**config.mk**
```make
export PLATFORM = sky130hd
export DESIGN_NAME = rx_ring_mgr
export DESIGN_NICKNAME = d
export VERILOG_FILES = /design/src/rtl/rxr_pkg.sv /design/src/rtl/rxr_page_step.sv /design/src/rtl/rxr_cfg_regs.sv /design/src/rtl/rx_ring_mgr.sv
export SDC_FILE = /design/constraint.sdc
export NUM_CORES = 1
export LEC_CHECK = 0
export BUFFER_PORTS_ARGS = -buffer_cell sky130_fd_sc_hd__clkbuf_2
export CAP_MARGIN = 20
export CORE_ASPECT_RATIO = 0.8
export CORE_UTILIZATION = 65
export CTS_BUF_LIST = sky130_fd_sc_hd__clkbuf_8
export CTS_CLUSTER_DIAMETER = 150
export DETAILED_ROUTE_END_ITERATION = 12
export GPL_ROUTABILITY_DRIVEN = 0
export PLACE_DENSITY = 0.85
export SKIP_LAST_GASP = 1
export SLEW_MARGIN = 20
export SYNTH_ARGS = -nofsm -noshare
export SYNTH_HDL_FRONTEND = slang
export SYNTH_SLANG_ARGS = --single-unit
```
**constraint.sdc**
```tcl
create_clock -name clk -period 5.6 [get_ports clk]
set_input_delay 0.84 -clock clk [delete_from_list [all_inputs] [get_ports clk]]
set_output_delay 0.84 -clock clk [all_outputs]
set_load 0.02 [all_outputs]
```
**src/rtl/rxr_pkg.sv**
```systemverilog
package rxr_pkg;
    typedef enum logic [1:0] {
        ST_IDLE = 2'd0,
        ST_DATA = 2'd1,
        ST_HDR  = 2'd2,
        ST_DROP = 2'd3
    } rxr_state_e;

    localparam int HDR_BYTES = 4;
    localparam int OFF_W     = 8;
    localparam int LEN_W     = 16;

    localparam logic [1:0] SEL_START = 2'd0;
    localparam logic [1:0] SEL_STOP  = 2'd1;
    localparam logic [1:0] SEL_BND   = 2'd2;
    localparam logic [1:0] SEL_CUR   = 2'd3;
endpackage

```
**src/rtl/rxr_page_step.sv**
```systemverilog
module rxr_page_step #(
    parameter int PG_W = 8
) (
    input  logic [PG_W-1:0] page,
    input  logic [PG_W-1:0] ring_start,
    input  logic [PG_W-1:0] ring_stop,
    output logic [PG_W-1:0] page_nxt
);
    logic [PG_W:0] inc;

    always_comb begin
        inc      = {1'b0, page} + {{PG_W{1'b0}}, 1'b1};
        page_nxt = (inc >= {1'b0, ring_stop}) ? ring_start : inc[PG_W-1:0];
    end
endmodule

```
**src/rtl/rxr_cfg_regs.sv**
```systemverilog
module rxr_cfg_regs
    import rxr_pkg::*;
#(
    parameter int          PG_W      = 8,
    parameter logic [PG_W-1:0] START_RST = 8'h40,
    parameter logic [PG_W-1:0] STOP_RST  = 8'h80
) (
    input  logic            clk,
    input  logic            rst_n,
    input  logic            cfg_we,
    input  logic [1:0]      cfg_sel,
    input  logic [PG_W-1:0] cfg_data,
    input  logic            cur_load,
    input  logic [PG_W-1:0] cur_val,
    output logic [PG_W-1:0] ring_start,
    output logic [PG_W-1:0] ring_stop,
    output logic [PG_W-1:0] bnd,
    output logic [PG_W-1:0] cur
);
    localparam logic [PG_W-1:0] BND_RST = STOP_RST - 1'b1;

    always_ff @(posedge clk or negedge rst_n) begin
        if (!rst_n) begin
            ring_start <= START_RST;
            ring_stop  <= STOP_RST;
            bnd        <= BND_RST;
            cur        <= START_RST;
        end else begin
            if (cfg_we && cfg_sel == SEL_START) ring_start <= cfg_data;
            if (cfg_we && cfg_sel == SEL_STOP)  ring_stop  <= cfg_data;
            if (cfg_we && cfg_sel == SEL_BND)   bnd        <= cfg_data;
            // ring advance takes priority over a host write to the current page
            if (cur_load)                        cur        <= cur_val;
            else if (cfg_we && cfg_sel == SEL_CUR) cur     <= cfg_data;
        end
    end
endmodule

```
**src/rtl/rx_ring_mgr.sv**
```systemverilog
module rx_ring_mgr
    import rxr_pkg::*;
#(
    parameter int              PG_W      = 8,
    parameter logic [PG_W-1:0] START_RST = 8'h40,
    parameter logic [PG_W-1:0] STOP_RST  = 8'h80
) (
    input  logic                  clk,
    input  logic                  rst_n,
    input  logic                  cfg_we,
    input  logic [1:0]            cfg_sel,
    input  logic [PG_W-1:0]       cfg_data,
    input  logic                  rx_valid,
    input  logic [7:0]            rx_data,
    input  logic                  rx_last,
    input  logic [2:0]            rx_err,
    input  logic                  rx_match,
    output logic                  mem_we,
    output logic [PG_W+OFF_W-1:0] mem_addr,
    output logic [7:0]            mem_wdata,
    output logic                  irq_rx,
    output logic                  irq_ovw,
    output logic                  rx_missed,
    output logic [PG_W-1:0]       cur_page,
    output logic [PG_W-1:0]       bnd_page
);
    localparam logic [OFF_W-1:0] DATA_OFF = OFF_W'(HDR_BYTES);
    localparam logic [OFF_W-1:0] OFF_LAST = {OFF_W{1'b1}};

    rxr_state_e        state;
    logic [PG_W-1:0]   wpage;
    logic [OFF_W-1:0]  woff;
    logic [LEN_W-1:0]  len;
    logic [7:0]        stat;
    logic [PG_W-1:0]   nxt;
    logic [1:0]        hcnt;

    logic [PG_W-1:0]   ring_start, ring_stop, bnd, cur;
    logic [PG_W-1:0]   tgt_page, step_page;
    logic [OFF_W-1:0]  tgt_off;
    logic              new_pg, accept, ovf, wr_data, cur_load;
    logic [7:0]        hdr_byte;

    rxr_cfg_regs #(.PG_W(PG_W), .START_RST(START_RST), .STOP_RST(STOP_RST)) u_regs (
        .clk(clk), .rst_n(rst_n),
        .cfg_we(cfg_we), .cfg_sel(cfg_sel), .cfg_data(cfg_data),
        .cur_load(cur_load), .cur_val(nxt),
        .ring_start(ring_start), .ring_stop(ring_stop), .bnd(bnd), .cur(cur)
    );

    rxr_page_step #(.PG_W(PG_W)) u_step (
        .page(tgt_page), .ring_start(ring_start), .ring_stop(ring_stop),
        .page_nxt(step_page)
    );

    // write target and boundary test
    always_comb begin
        tgt_page = (state == ST_IDLE) ? cur : wpage;
        tgt_off  = (state == ST_IDLE) ? DATA_OFF : woff;
        new_pg   = (state == ST_IDLE) || (woff == '0);
        accept   = rx_valid && (state == ST_IDLE || state == ST_DATA);
        ovf      = accept && new_pg && (tgt_page == bnd);
        wr_data  = accept && !ovf;
        unique case (hcnt)
            2'd0:    hdr_byte = stat;
            2'd1:    hdr_byte = 8'(nxt);
            2'd2:    hdr_byte = len[7:0];
            default: hdr_byte = len[15:8];
        endcase
    end

    // state register
    always_ff @(posedge clk or negedge rst_n) begin
        if (!rst_n) begin
            state <= ST_IDLE;
            wpage <= '0;
            woff  <= '0;
            len   <= '0;
            stat  <= '0;
            nxt   <= '0;
            hcnt  <= '0;
        end else begin
            unique case (state)
                ST_IDLE, ST_DATA: begin
                    if (ovf) begin
                        state <= rx_last ? ST_IDLE : ST_DROP;
                    end else if (accept) begin
                        len   <= (state == ST_IDLE) ? LEN_W'(1) : len + 1'b1;
                        woff  <= tgt_off + 1'b1;
                        wpage <= (tgt_off == OFF_LAST) ? step_page : tgt_page;
                        if (rx_last) begin
                            nxt   <= step_page;
                            stat  <= {2'b00, rx_match, 1'b0, rx_err[2], rx_err[1], rx_err[0], ~|rx_err};
                            hcnt  <= 2'd0;
                            state <= ST_HDR;
                        end else begin
                            state <= ST_DATA;
                        end
                    end
                end
                ST_HDR: begin
                    hcnt <= hcnt + 1'b1;
                    if (hcnt == 2'd3) state <= ST_IDLE;
                end
                ST_DROP: begin
                    if (rx_valid && rx_last) state <= ST_IDLE;
                end
            endcase
        end
    end

    // outputs
    always_comb begin
        mem_we    = 1'b0;
        mem_addr  = '0;
        mem_wdata = '0;
        irq_rx    = 1'b0;
        cur_load  = 1'b0;
        unique case (state)
            ST_HDR: begin
                mem_we    = 1'b1;
                mem_addr  = {cur, {(OFF_W-2){1'b0}}, hcnt};
                mem_wdata = hdr_byte;
                cur_load  = (hcnt == 2'd3);
                irq_rx    = (hcnt == 2'd3) && stat[0];
            end
            ST_IDLE, ST_DATA: begin
                mem_we    = wr_data;
                mem_addr  = {tgt_page, tgt_off};
                mem_wdata = rx_data;
            end
            default: ;
        endcase
        irq_ovw   = ovf;
        rx_missed = ovf;
        cur_page  = cur;
        bnd_page  = bnd;
    end

    // header bytes go to consecutive offsets
    p_hdr_seq_r5: assert property (@(posedge clk) disable iff (!rst_n)
        (state == ST_HDR && hcnt != 2'd3) |=>
            (state == ST_HDR && mem_addr[OFF_W-1:0] == $past(mem_addr[OFF_W-1:0]) + 1'b1));

    // data writes stay inside the ring
    p_in_ring_r4: assert property (@(posedge clk) disable iff (!rst_n)
        (state == ST_DATA && mem_we) |->
            (mem_addr[PG_W+OFF_W-1:OFF_W] >= ring_start && mem_addr[PG_W+OFF_W-1:OFF_W] < ring_stop));

    // a dropped frame keeps the current page
    p_cur_hold_r9: assert property (@(posedge clk) disable iff (!rst_n)
        (irq_ovw && !(cfg_we && cfg_sel == SEL_CUR)) |=> $stable(cur_page));

    // no header follows a boundary hit
    p_ovw_no_hdr_r9: assert property (@(posedge clk) disable iff (!rst_n)
        irq_ovw |=> (state != ST_HDR));

    // discarded bytes never reach memory
    p_drop_quiet_r9: assert property (@(posedge clk) disable iff (!rst_n)
        (state == ST_DROP) |-> !mem_we);
endmodule

```
==> flow_summary.yaml <==
status:
  status: "finished clean"
clocking:
  tritoncts: "done"
  cts_buffers: 9
  cts_root_buffer: "clkbuf_8"
  insertion_delay_ns: 0.37
  htreeDepth: 3
  path_clk_slew_ns: 0.09
  post_cts_buffers: 0
  ctsHoldBuffers: 0
  cts_resized: 0
  cts.path.max_buffers: 2
  numClockSinks: 81
hold_path:
  hold_class: "input port to async pin"
sta:
  setup_viol_count_final: 0
  finalWorstSetupSlack_ns: 1.222
  max_freq_mhz: 228.4
  rsz0062_at_grt: "no"
  finalCriticalPeriod_ns: 4.378
  drv_slew: 0
  min_period_over_period_pct: 78.18
  maxSlewHeadroom_pct: 33.50
  fin_setup_tns_ns: 0
  fin_skew_ns: 0.009027
  tightest_slew_ns: 0.9938
  hold-worst-slack_ns: 0.5085
  finalHoldViolCount: 0
critical_path:
  cp_max_fo: 27
  crit_buf_inv: 1
  required_ns: 4.76
  cp_top_family: "compound AO/OA/AOI/OAI gates"
  cp-end-kind: "primary output"
  startpoint_type: "register"
  path_class: "register to primary output"
  crit_slowest_cell: "nor2_1"
  cp.arrival_ns: 3.54
  crit_path_cell_trace: "nor2_1 > a21boi_0 > mux2_2 > o22a_1 > o21ai_2 > nand2_1 > clkbuf_2"
  slowest_delay_ns: 0.76
  startpoint: "state[1]"
  r2r-start: "state[1]"
routing:
  vias: 5172
  drcViolationCount: 0
  drt-pass1-iter-count: 7
  wire_per_inst_um: 20.91
  detail-route-antenna-nets: 0
  first_iter_violations: 624
  routed_wl_um: 15850
  via_per_inst: 6.823
finish:
  multi_input_area_mm2: 0.003107
  drive_gt1_share_pct: 22.46
  seq_area_mm2: 0.002041
  nNetsFinal: 690
  fin_cells: 758
  n_fill_cell: 586
  diodes: 0
  area_growth_pct: 10.19
synthesis:
  netlist_area_mm2: 0.005461
  synth_top_family_by_area: "simple AND/OR/NAND/NOR gates"
  synth_flop_cell: "dfrtp_1"
  synthTopCellsByCount: "dfrtp_1, nand2_1, o21ai_0"
  synth.area.top_cells: "dfrtp_1, mux2_2, dfstp_2"
  async_flop_share_pct: 100.0
  muxShareOfSynthArea_pct: 11.02
  seq_area_frac_synth_pct: 37.34
  yosysTopAreaCellShare_pct: 32.53
  synth_xor_area_share_pct: 1.443
  syn_nets: 642
  synth_area_leader_cell: "dfrtp_1"
  synth_cell_types: 70
  synth-edff-count: 0
  ys_ff_latch: 81
  syn_inst: 597
  synth_adder_area_share_pct: 4.124
  ys_warn_count: 0
  synth_compound_area_share_pct: 19.68
  yosys.area_share.simple_pct: 20.53
  avgSynthCellArea_um2: 9.148
  synth_most_common_cell: "dfrtp_1"
pwr:
  powerDensity_mw_per_mm2: 602.3
  p_leak_nw: 2.692
  ir_drop_v: 0.0002764
grt:
  grt_pass1_vias: 4877
  grt_pass1_wl_um: 25450
  antenna_found_initial: 0
  grt.overflow.total: 0
  grt_start_max_net_pins: 82
  track_usage_pct: 37.26
die:
  die_w_um: 104.5
  start_util_pct: 68.11
  rows: 29
  dieArea_mm2: 0.008775
  io_pins: 71
  die_h_um: 83.99
  core_mm2: 0.008019
place:
  place_ws_ns: 1.497
  port_buffers: 70
  post-place-cells: 742
  dpl.hpwl_um: 11230
run:
  maxCapViolCount: 0
-- registers in the layout (all words and copies together), names as in the netlist --
register and flops:
len 16, state 2, woff 8, u_regs.ring_start 8
nxt 8, wpage 8, u_regs.ring_stop 8, stat 5
u_regs.bnd 8, u_regs.cur 8, hcnt 2
-- metal layers --
metal | global-route usage [%] | up-vias | wire length (um)
li1 | - | 2278 | -
met1 | 52.08 | 2447 | 6582
met2 | 54.30 | 387 | 6741
met3 | 11.71 | 60 | 2081
met4 | 13.25 | 0 | 444
met5 | 0 | - | 0
-- stage by stage --
stage,utilization (%),total power (W),area [um2]
3_3_place_gp,72.32,0.002973,5799
6_report,75.05,0.003625,6018
5_1_grt,75.05,0.003821,6018
3_5_place_dp,72.32,0.003069,5799
2_1_floorplan,-,0.002507,5461
4_1_cts,74.94,0.003547,6010
-- worst register-to-register path, cell delays in order, from the launching register on --
cell,delay [ns]
dfrtp_1,0.67
or3b_1,0.54
nand2_1,0.16
ha_1,0.29
nand3_1,0.12
o22ai_1,0.24
xnor2_1,0.23
ha_1,0.32
o21ai_0,0.23
a21oi_1,0.07
o21a_1,0.18
or2_1,0.46
o311a_1,0.38
mux2_2,0.28
-- worst paths after layout --
path	endpoint	depth (start not counted)	slack, ns
max	mem_we	7	1.22
min in group clk	u_regs.ring_stop[6]	1	0.52
max reg2reg	wpage[1]	13	1.33
min reg2reg	u_regs.ring_stop[6]	1	0.52
min	wpage[3]	1	0.51
max in group asynchronous	state[0]	1	4.57
-- cell type report --
type / count / area share, %
clock buffer: 9 / 2.058
timing repair buffer: 73 / 6.299
multi-input combinational: 441 / 51.62
clock inverter: 7 / 1.435
sequential: 81 / 33.91
tap: 108 / 2.245
inverter: 39 / 2.432
-- layout by cell type (no fill, tap or decap), types with 7 or more instances in the layout --
cell      instances
a211o_1           7
clkbuf_2         69
a21oi_1          25
mux2i_1          23
ha_1             18
o211ai_1         29
o21ai_0          40
clkbuf_8          9
nand2b_1          8
dfrtp_1          70
nor3b_1          10
nor2_1           26
and2_1            9
a22o_1            9
nand3_1          30
dfstp_2          10
mux2_2           33
nand2_1          61
xnor2_1           7
inv_1            39
-- report_power, final --
part	switching (W)	leakage, nW	internal, W
Clock	0.000250	0.104	0.000215
Sequential	0.000354	0.968	0.000811
Combinational	0.00122	1.62	0.000770
-- cell families (layout without fill, tap and decap cells) --
family	count (synthesis)	after routing
compound gates	157	157
xor+xnor	9	9
fa+ha+maj	18	18
buf+inv	75	128
flops	81	81
mux	56	56
simple gates	201	201
No activity file was read; power rests on OpenSTA's default activity.
